[config.mk]
export PLATFORM = sky130hd
export DESIGN_NAME = cmdmux_top
export DESIGN_NICKNAME = d
export VERILOG_FILES = /design/src/rtl/cmdmux_pkg.sv /design/src/rtl/cmdmux_bank_filter.sv /design/src/rtl/cmdmux_age_pick.sv /design/src/rtl/cmdmux_order_track.sv /design/src/rtl/cmdmux_top.sv
export SDC_FILE = /design/constraint.sdc
export NUM_CORES = 1
export LEC_CHECK = 0
export BUFFER_PORTS_ARGS = -buffer_cell sky130_fd_sc_hd__buf_4
export CAP_MARGIN = 15
export CORE_MARGIN = 2
export CORE_UTILIZATION = 47
export CTS_CLUSTER_DIAMETER = 60
export DETAILED_ROUTE_END_ITERATION = 8
export PLACE_DENSITY = 0.83
export REMOVE_ABC_BUFFERS = 1
export SKIP_LAST_GASP = 1
export SYNTH_ARGS = -nofsm -noshare
export SYNTH_HDL_FRONTEND = slang
export SYNTH_SLANG_ARGS = --single-unit
export TNS_END_PERCENT = 50
[constraint.sdc]
create_clock -name clk -period 7.8 [get_ports clk]
set_clock_uncertainty 0.1 [all_clocks]
set_input_delay 0 -clock clk [delete_from_list [all_inputs] [get_ports clk]]
set_output_delay 0 -clock clk [all_outputs]
set_load 0.02 [all_outputs]
[src/rtl/cmdmux_pkg.sv]
// Package: command kinds and shared constants of the command multiplexer.
// Assumes every source encodes its command kind in 3 bits.
package cmdmux_pkg;

    localparam int KIND_W = 3;

    typedef enum logic [KIND_W-1:0] {
        KIND_ACT = 3'd0,
        KIND_PRE = 3'd1,
        KIND_RD  = 3'd2,
        KIND_WR  = 3'd3,
        KIND_REF = 3'd4,
        KIND_PDE = 3'd5,
        KIND_PDX = 3'd6,
        KIND_NOP = 3'd7
    } cmd_kind_t;

    // True for data-moving commands that strict ordering governs.
    function automatic logic is_data_cmd(input logic [KIND_W-1:0] k);
        return (k == KIND_RD) || (k == KIND_WR);
    endfunction

endpackage

[src/rtl/cmdmux_bank_filter.sv]
// Bank filter: marks each bank source as eligible this cycle.
// Assumes timing legality is already folded into src_valid. It adds only
// the strict-order gate on reads and writes.
module cmdmux_bank_filter
    import cmdmux_pkg::*;
#(
    parameter int NUM_BANKS = 4,
    parameter int SEQ_W     = 8
) (
    input  logic                        strict_mode,
    input  logic [NUM_BANKS-1:0]        bank_valid,
    input  logic [NUM_BANKS*KIND_W-1:0] bank_kind,
    input  logic [NUM_BANKS*SEQ_W-1:0]  bank_seq,
    input  logic [SEQ_W-1:0]            expect_seq,
    output logic [NUM_BANKS-1:0]        bank_elig
);

    for (genvar b = 0; b < NUM_BANKS; b++) begin : g_bank
        logic             data_cmd;
        logic             in_order;
        logic [SEQ_W-1:0] seq_b;

        // Decode one bank's offer and apply the strict-order gate.
        always_comb begin
            seq_b        = bank_seq[b*SEQ_W +: SEQ_W];
            data_cmd     = is_data_cmd(bank_kind[b*KIND_W +: KIND_W]);
            in_order     = (seq_b == expect_seq);
            bank_elig[b] = bank_valid[b] && (!strict_mode || !data_cmd || in_order);
        end
    end

endmodule

[src/rtl/cmdmux_age_pick.sv]
// Age picker: finds the oldest marked entry using modular sequence compare.
// Ties keep the lower index. Assumes all live sequence numbers are within
// half the number space of each other.
module cmdmux_age_pick #(
    parameter int NUM   = 4,
    parameter int SEQ_W = 8,
    localparam int IDX_W = (NUM > 1) ? $clog2(NUM) : 1
) (
    input  logic [NUM-1:0]       cand,
    input  logic [NUM*SEQ_W-1:0] cand_seq,
    output logic                 found,
    output logic [IDX_W-1:0]     pick_idx
);

    logic [SEQ_W-1:0] best_seq;
    logic [SEQ_W-1:0] diff;

    // Linear scan: replace the holder only on a strictly older entry.
    always_comb begin
        found    = 1'b0;
        pick_idx = '0;
        best_seq = '0;
        diff     = '0;
        for (int i = 0; i < NUM; i++) begin
            diff = cand_seq[i*SEQ_W +: SEQ_W] - best_seq;
            if (cand[i] && (!found || diff[SEQ_W-1])) begin
                found    = 1'b1;
                pick_idx = IDX_W'(i);
                best_seq = cand_seq[i*SEQ_W +: SEQ_W];
            end
        end
    end

endmodule

[src/rtl/cmdmux_order_track.sv]
// Order tracker: holds the sequence number the next read/write must carry.
// Assumes each transaction owns exactly one read or write command.
module cmdmux_order_track #(
    parameter int SEQ_W = 8
) (
    input  logic             clk,
    input  logic             rst_n,
    input  logic             data_issued,
    input  logic [SEQ_W-1:0] issued_seq,
    output logic [SEQ_W-1:0] expect_seq
);

    // Advance past each issued data command; clear on reset.
    always_ff @(posedge clk) begin
        if (!rst_n) begin
            expect_seq <= '0;
        end else if (data_issued) begin
            expect_seq <= issued_seq + SEQ_W'(1);
        end
    end

endmodule

[src/rtl/cmdmux_top.sv]
// Command multiplexer top: refresh first, then the oldest eligible bank
// command, then power-down. Issues one command per cycle, combinationally.
// Assumes sources assert valid only for commands legal in this cycle.
module cmdmux_top
    import cmdmux_pkg::*;
#(
    parameter int NUM_BANKS = 4,
    parameter int SEQ_W     = 8,
    localparam int N_SRC    = NUM_BANKS + 2,
    localparam int SRC_W    = $clog2(N_SRC),
    localparam int BIDX_W   = (NUM_BANKS > 1) ? $clog2(NUM_BANKS) : 1
) (
    input  logic                    clk,
    input  logic                    rst_n,
    input  logic                    strict_mode,
    input  logic [N_SRC-1:0]        src_valid,
    input  logic [N_SRC*KIND_W-1:0] src_kind,
    input  logic [N_SRC*SEQ_W-1:0]  src_seq,
    output logic [N_SRC-1:0]        grant,
    output logic                    cmd_valid,
    output logic [KIND_W-1:0]       cmd_kind,
    output logic [SEQ_W-1:0]        cmd_seq,
    output logic [SRC_W-1:0]        cmd_src
);

    localparam int REF_IDX = NUM_BANKS;
    localparam int PD_IDX  = NUM_BANKS + 1;

    logic [NUM_BANKS-1:0] bank_elig;
    logic                 bank_found;
    logic [BIDX_W-1:0]    bank_idx;
    logic [SEQ_W-1:0]     expect_seq;
    logic                 from_bank;
    logic                 data_issued;

    cmdmux_order_track #(.SEQ_W(SEQ_W)) u_track (
        .clk         (clk),
        .rst_n       (rst_n),
        .data_issued (data_issued),
        .issued_seq  (cmd_seq),
        .expect_seq  (expect_seq)
    );

    cmdmux_bank_filter #(.NUM_BANKS(NUM_BANKS), .SEQ_W(SEQ_W)) u_filter (
        .strict_mode (strict_mode),
        .bank_valid  (src_valid[NUM_BANKS-1:0]),
        .bank_kind   (src_kind[NUM_BANKS*KIND_W-1:0]),
        .bank_seq    (src_seq[NUM_BANKS*SEQ_W-1:0]),
        .expect_seq  (expect_seq),
        .bank_elig   (bank_elig)
    );

    cmdmux_age_pick #(.NUM(NUM_BANKS), .SEQ_W(SEQ_W)) u_pick (
        .cand     (bank_elig),
        .cand_seq (src_seq[NUM_BANKS*SEQ_W-1:0]),
        .found    (bank_found),
        .pick_idx (bank_idx)
    );

    // Class arbitration: refresh, then bank, then power-down.
    always_comb begin
        cmd_valid = 1'b1;
        from_bank = 1'b0;
        cmd_src   = '0;
        if (src_valid[REF_IDX]) begin
            cmd_src = SRC_W'(REF_IDX);
        end else if (bank_found) begin
            cmd_src   = SRC_W'(bank_idx);
            from_bank = 1'b1;
        end else if (src_valid[PD_IDX]) begin
            cmd_src = SRC_W'(PD_IDX);
        end else begin
            cmd_valid = 1'b0;
        end
    end

    // Route the winner's fields and build the one-hot grant.
    always_comb begin
        grant    = '0;
        cmd_kind = KIND_NOP;
        cmd_seq  = '0;
        for (int s = 0; s < N_SRC; s++) begin
            if (cmd_valid && (cmd_src == SRC_W'(s))) begin
                grant[s] = 1'b1;
                cmd_kind = src_kind[s*KIND_W +: KIND_W];
                cmd_seq  = src_seq[s*SEQ_W +: SEQ_W];
            end
        end
    end

    // A bank read or write moves the expected order point.
    always_comb data_issued = from_bank && is_data_cmd(cmd_kind);

endmodule

==> results of run 1 <==
logic make-up after synthesis:
group	Yosys count
simple gates	165
compound gates	119
buf+inv	39
xor+xnor	35
fa+ha+maj	19
mux	10
flops	8
worst register-to-register path: cells and delay by family (launching register included):
kind	cells	cell delay [ns]
xor+xnor	2	0.37
buf+inv	8	1.10
compound gates	17	3.42
simple gates	14	2.40
flops	1	0.54
fa+ha+maj	3	0.82
mux	1	0.30
repair_timing:
action / CTS / global route
hold buffers: 1 / 0
resized for setup: 78 / 60
hold endpoints to repair: 2 / 0
buffers inserted: 35 / 18
pin swaps: 51 / 48
setup endpoints to repair: 25 / 25
metal layers:
layer  track usage (%)  vias up  wire length, microns
met2              74.7      609                  7980
met1              49.2     2197                  5860
met3              12.6      284                  2730
li1                  -     1927                     -
met5                 0        -                    90
met4              36.3        4                  2290
power by group:
part	switching [mW]	leakage [nW]	internal, mW
clock	0.0209	0.0216	0.0339
sequential	0.00755	0.0676	0.0460
combinational	0.399	2.28	0.355
total	0.427	2.37	0.435
cell type report:
cell class	instances	area, sq um
clock buffer	3	41.3
inverter	20	80.1
multi-input combinational	348	3090
fill	222	498
sequential	8	169
timing repair buffer	239	1850
tap	75	93.8
through the flow:
step	hold slack, ns	cell area (sq um)	setup slack (ns)	setup TNS, ns
global placement	0.216	4200	-0.995	-10.54
finish	0.251	5320	-1.37	-25.46
detailed placement	0.213	4200	-1.32	-18.25
floorplan	-0.100	2680	-1.35	-13.02
global route	0.259	5320	-1.88	-37.56
CTS	0.225	4860	-0.276	-1.67
final timing paths:
check,end,depth (start not counted)
setup / recovery,u_track.expect_seq[3],45
hold / removal,cmd_kind[1],3
setup reg to reg,u_track.expect_seq[3],45
hold reg to reg,u_track.expect_seq[2],3
synthesized netlist by cell type, types with 3 or more instances:
cell type / number
nand2_1: 53
nor2_1: 37
xnor2_1: 25
a21oi_1: 19
ha_1: 19
inv_1: 18
nand4_1: 16
o21ai_0: 16
clkbuf_1: 9
nand3_1: 9
dfxtp_1: 8
mux2i_1: 8
nor3_1: 8
a21o_1: 7
a211o_1: 6
a31oi_1: 6
buf_4: 6
xor2_1: 6
a211oi_1: 5
a22oi_1: 5
o211ai_1: 5
o21a_1: 5
buf_2: 4
o31ai_1: 4
or3_1: 4
or4_1: 4
xor2_2: 4
and2_1: 3
and3_1: 3
nand2b_1: 3
nor2b_1: 3
o21ai_1: 3
o22ai_1: 3
o31a_1: 3
==> flow_metrics.tcl, run 1 <==
set metrics [dict create \
    synth_edf_count 0 \
    startpoint "u_track.expect_seq[7]" \
    final.min_clock_period_ns 9.17 \
    largest_reg_flops 8 \
    fmax_mhz 109 \
    synth-simple-area-share_pct 31.5 \
    dp_hpwl_microns 9970 \
    p_total_uw 862 \
    end_kind "flop" \
    final_util_pct 91.4 \
    grt_pass1_vias 4517 \
    worst_setup_path_start_kind "flop" \
    slew-limit-headroom_pct 28.2 \
    final_cell_mix "buf_4, nand2_1, nor2_1" \
    min-delay-start "src_kind[16]" \
    grt_max_degree 18 \
    power.density_nw_per_um2 162 \
    path_clk_slew_ns 0.04 \
    largest_register "u_track.expect_seq" \
    top_regs "u_track.expect_seq x8" \
    cpMostUsedCell "buf_6" \
    portBuffers 95 \
    pin_count 96 \
    cp_max_fo 5 \
    path_buf_inv 8 \
    synth-async-reset-ratio_pct 0 \
    nets 714 \
    wl_per_cell_microns 27.4 \
    r2r_setup_slack_ns -1.37 \
    finalSetupViolCount 25 \
    diodes 0 \
    dieArea_sq_um 6550 \
    synth_xor_area_share_pct 12.1 \
    synth_fa_ha_area_share_pct 8.54 \
    ys_ff_latch 8 \
    period_share_pct 118 \
    yosysTopAreaCellShare_pct 8.54 \
    cts_buffer_depth 2 \
    grt_pass1_wl_microns 22700 \
    vias_per_cell 7.25 \
    setup_slack_ns -1.37 \
    synth_seq_area_share_pct 5.76 \
    violations "design-rule violations, negative setup slack" \
    vias 5021 \
    hold_viol 0 \
    maxCapViolCount 0 \
    syn_area_sq_um 2780 \
    drcViolationCount 1 \
    final_common_cell "buf_4" \
    gp_congestion 1.06 \
    ctsHtreeMaxLevel 1 \
    synth_area_leaders "ha_1, xnor2_1, nand2_1" \
    cts_tree "yes" \
    final_cells 693 \
    rsz0062_at_grt "yes" \
    maxSlewViolCount 0 \
    synth_top_family_by_area "compound AO/OA/AOI/OAI gates" \
    overflow 0 \
    start_util_pct 47.8 \
    placed_cells 640 \
    numCtsBuffers 3 \
    drt-pass1-iter-count 9 \
    synth_warnings 0 \
    synth_cell_type_count 80 \
    core_area_sq_um 5820 \
    cts_root_buffer "clkbuf_8" \
    p_leak_nw 2.37 \
    die_w_microns 80.9 \
    synth_area_per_cell_sq_um 7.04 \
    cts_sinks 8 \
    r2r_start "u_track.expect_seq[7]" \
    required_ns 7.81 \
    wl_microns 19000 \
    synth_compound_area_share_pct 32.0 \
    syn_inst 395 \
    synth_top_area_cell "ha_1" \
    irDropWorstVdd_mv 0.125 \
    cpPeakStageDelay_ns 0.54 \
    antenna_found_initial 0 \
    placementRows 28 \
    grt_usage_pct 45.6 \
    muxShareOfSynthArea_pct 3.82 \
    clk_latency_ns 0.24 \
    drt_iter0_drc 767 \
    critPathTopFamily "compound AO/OA/AOI/OAI gates" \
    drive_above_1_share_pct 57.6 \
    outcome "finished with violations" \
    path_class "flop to flop" \
    slowest_stage "dfxtp_1" \
    dieHeight_microns 80.9 \
    area_delta_synth_final_pct 91.1 \
    holdCritPathClass "primary input to primary output" \
    cp.arrival_ns 9.18 \
    postRouteAntennaNets 0 \
    postSynth.topFlopCell "dfxtp_1" \
    worstMarginPinSlew_ns 1.07 \
]
(Power assumes the default switching activity.)
==> run 2: changes to the inputs <==
--- a/config.mk
+++ b/config.mk
@@ -7,6 +7,7 @@
 export LEC_CHECK = 0
 export BUFFER_PORTS_ARGS = -buffer_cell sky130_fd_sc_hd__buf_4
 export CAP_MARGIN = 15
+export CORE_ASPECT_RATIO = 0.75
 export CORE_MARGIN = 2
 export CORE_UTILIZATION = 47
 export CTS_CLUSTER_DIAMETER = 60
==> run 2 against run 1 <==
Net effect:
- the flow now stops in global routing
- area after synthesis unchanged
- synthesized cell count unchanged
==> flow_metrics.tcl, run 2 <==
set metrics [dict create \
    start_util_pct 48.3 \
    grt_usage_pct 81.1 \
    dieHeight_microns 70.6 \
    overflow 56 \
    portBuffers 95 \
    worst-ep-kind "register data pin" \
    error "[ERROR GRT-0232] Routing congestion too high. Check the congestion heatmap in the GUI." \
    synth-async-reset-ratio_pct 0 \
    numCtsBuffers 3 \
    synth_edf_count 0 \
    synth_most_common_cell "nand2_1" \
    synth_warnings 0 \
    syn_area_sq_um 2780 \
    pin_count 96 \
    synth_seq_area_share_pct 5.76 \
    gp_congestion 0.987 \
    dp_hpwl_microns 10500 \
    cts_buffer_depth 2 \
    postSynth.topFlopCell "dfxtp_1" \
    placementRows 24 \
    lastStage "global routing" \
    synth_area_per_cell_sq_um 7.04 \
    worst_endpoint "u_track.expect_seq[5]$_SDFFE_PN0P_/D" \
    syn_inst 395 \
    synth_area_leaders "ha_1, xnor2_1, nand2_1" \
    cts_sinks 8 \
    ctsHtreeMaxLevel 1 \
    outcome "did not finish" \
    cts_root_buffer "clkbuf_8" \
    grt_max_degree 18 \
    yosysTopAreaCellShare_pct 8.54 \
    synth_cell_type_count 80 \
    synth_common_cells "nand2_1, nor2_1, xnor2_1, a21oi_1, ha_1" \
    synth_top_area_cell "ha_1" \
    ys_ff_latch 8 \
    die_w_microns 92.9 \
    placed_cell_area_sq_um 4220 \
]
[run 2: logic make-up after synthesis]
kind of cell,synth area share (%)
compound gates,32.0
xor+xnor,12.1
fa+ha+maj,8.54
buf+inv,6.29
flops,5.76
mux,3.82
simple gates,31.5
[run 2: metrics by stage]
step,instances,setup slack (ns),TNS (ns)
after floorplan,376,-1.35,-13.02
after global placement,644,-1.18,-10.19
after detailed placement,644,-1.39,-15.18
after CTS,700,-0.253,-1.48
[run 2: timing repair]
item,4_1_cts
gates resized for setup,83
pin swaps,39
endpoints found under the hold margin,2
hold buffers,1
cloned,0
endpoints found under the setup margin,25
buffers inserted,53
[run 2: metal layers]
metal	track usage, %	overflow
met1	82.7	1
met4	82.2	21
met3	66.8	0
met5	19.7	0
met2	95.7	34
==> run 3: changes to the inputs <==
--- a/config.mk
+++ b/config.mk
@@ -7,12 +7,10 @@
 export LEC_CHECK = 0
 export BUFFER_PORTS_ARGS = -buffer_cell sky130_fd_sc_hd__buf_4
 export CAP_MARGIN = 15
-export CORE_ASPECT_RATIO = 0.75
 export CORE_MARGIN = 2
-export CORE_UTILIZATION = 47
-export CTS_CLUSTER_DIAMETER = 60
+export CORE_UTILIZATION = 40
 export DETAILED_ROUTE_END_ITERATION = 8
-export PLACE_DENSITY = 0.83
+export PLACE_DENSITY_LB_ADDON = 0.15
 export REMOVE_ABC_BUFFERS = 1
 export SKIP_LAST_GASP = 1
 export SYNTH_ARGS = -nofsm -noshare
==> constraint.sdc (replaced) <==
create_clock -name clk -period 10.1 [get_ports clk]
set_clock_uncertainty 0.1 [all_clocks]
set_input_delay 0 -clock clk [delete_from_list [all_inputs] [get_ports clk]]
set_output_delay 0 -clock clk [all_outputs]
set_load 0.02 [all_outputs]
==> run 3 against run 2 <==
Net effect:
- the run now ends clean
==> flow_metrics.tcl, run 3 (same netlist as run 1, synthesis figures left out) <==
set metrics [dict create \
    postRouteAntennaNets 0 \
    end_kind "flop" \
    r2r_end "u_track.expect_seq[2]" \
    cp-endpoint "u_track.expect_seq[2]" \
    maxSlewViolCount 0 \
    cts_tree "yes" \
    post-place-ws_ns 0.247 \
    core_area_sq_um 6760 \
    maxCapViolCount 0 \
    cp_num_cells 43 \
    drt-pass1-iter-count 5 \
    r2r_setup_slack_ns 0.73 \
    cts_root_buffer "clkbuf_8" \
    slowest_stage "dfxtp_1" \
    final_common_cell "buf_4" \
    p_leak_nw 1.58 \
    pin_count 96 \
    hold_viol 0 \
    finalSetupViolCount 0 \
    grt_pass1_vias 3168 \
    final_cell_mix "buf_4, nand2_1, nor2_1" \
    portBuffers 95 \
    path_buf_inv 3 \
    final.min_clock_period_ns 9.37 \
    path_clk_slew_ns 0.04 \
    irDropWorstVdd_mv 0.103 \
    path_class "flop to flop" \
    cp_max_fo 11 \
    top_regs "u_track.expect_seq x8" \
    worstMarginPinSlew_ns 0.811 \
    p_total_uw 385 \
    numCtsBuffers 3 \
    use_met1_pct 36.3 \
    placementRows 30 \
    ctsHtreeMaxLevel 1 \
    grt_usage_pct 27.1 \
    drcViolationCount 0 \
    grt_max_degree 18 \
    dp_hpwl_microns 8880 \
    startpoint "u_track.expect_seq[4]" \
    largest_register "u_track.expect_seq" \
    met3_usage_pct 2.56 \
    die_w_microns 87.4 \
    nets 575 \
    rsz0062_at_grt "no" \
    cts_buffer_depth 2 \
    dieHeight_microns 87.4 \
    diodes 0 \
    r2r_start "u_track.expect_seq[4]" \
    critPathTopFamily "simple AND/OR/NAND/NOR gates" \
    wl_per_cell_microns 18.5 \
    power.density_nw_per_um2 107 \
    required_ns 10.11 \
    vias 3430 \
    area_delta_synth_final_pct 29.3 \
    reg2reg_depth 43 \
    antenna_found_initial 0 \
    slew-limit-headroom_pct 45.5 \
    worst_setup_path_start_kind "flop" \
    tns_ns 0 \
    gp_congestion 0.939 \
    wl_microns 10400 \
    largest_reg_flops 8 \
    holdCritPathClass "primary input to flop" \
    period_share_pct 92.8 \
    start_util_pct 41.2 \
    drive_above_1_share_pct 28.8 \
    grt_use_met2_pct 46.1 \
    overflow 0 \
    busiest_layer "met2" \
    grt_pass1_wl_microns 16300 \
    vias_per_cell 6.14 \
    fmax_mhz 107 \
    cpMostUsedCell "a21oi_1" \
    cp.arrival_ns 9.37 \
    final_util_pct 53.3 \
    cpPeakStageDelay_ns 0.47 \
    nFillCells 689 \
    cts_sinks 8 \
    setup_slack_ns 0.732 \
    drt_iter0_drc 249 \
    dieArea_sq_um 7640 \
    outcome "completed" \
    clk_latency_ns 0.22 \
]
## run 3: how the worst min path moves through the flow
stage | startpoint | to | slack (ns) | cells past startpoint
after floorplan | src_valid[4] | grant[4] | -0.10 | 0
after global placement | rst_n | u_track.expect_seq[7] | 0.20 | 3
after detailed placement | rst_n | u_track.expect_seq[7] | 0.19 | 3
after CTS | src_seq[39] | u_track.expect_seq[7] | 0.13 | 4
after global routing | src_seq[39] | u_track.expect_seq[7] | 0.15 | 4
final | src_seq[39] | u_track.expect_seq[7] | 0.13 | 4
## run 3: timing repair
| action | in CTS | in global routing |
|---|---|---|
| hold buffers | 1 | 0 |
| resized for setup | 0 | 5 |
| setup buffers | 0 | 1 |
| setup endpoints to repair | 0 | 11 |
| hold endpoints to repair | 3 | 0 |
## run 3: power breakdown
part	total (mW)	switching, mW	internal, mW
logic	0.306	0.178	0.128
clock network	0.0369	0.0112	0.0257
registers	0.0425	0.00733	0.0351
total	0.385	0.197	0.189
## run 3: metrics by stage
stage	area (sq um)	std cells	hold slack (ns)
finish	3600	559	0.128
global route	3600	559	0.148
CTS	3570	558	0.128
detailed placement	3520	554	0.193
global placement	3520	554	0.201
floorplan	2680	376	-0.100
## run 3: worst min-delay path: cells and delay by family
kind,cells,cell delay [ns]
buffers and inverters,1,0.11
AO/OA/AOI/OAI,3,0.29
## run 3: final cells by class
| class | count | area [sq um] | area share, % |
|---|---|---|---|
| multi-input combinational | 348 | 2470 | 68.6 |
| timing repair buffer | 100 | 753 | 20.9 |
| sequential | 8 | 160 | 4.45 |
| tap | 80 | 100 | 2.78 |
| inverter | 20 | 76.3 | 2.12 |
| clock buffer | 3 | 41.3 | 1.15 |
## run 3: layer usage
metal | part of all wire (%) | vias to the layer above
met5 | 0 | -
met4 | 2.4 | 0
met3 | 7.1 | 18
met2 | 48 | 152
met1 | 43 | 1614
li1 | - | 1646
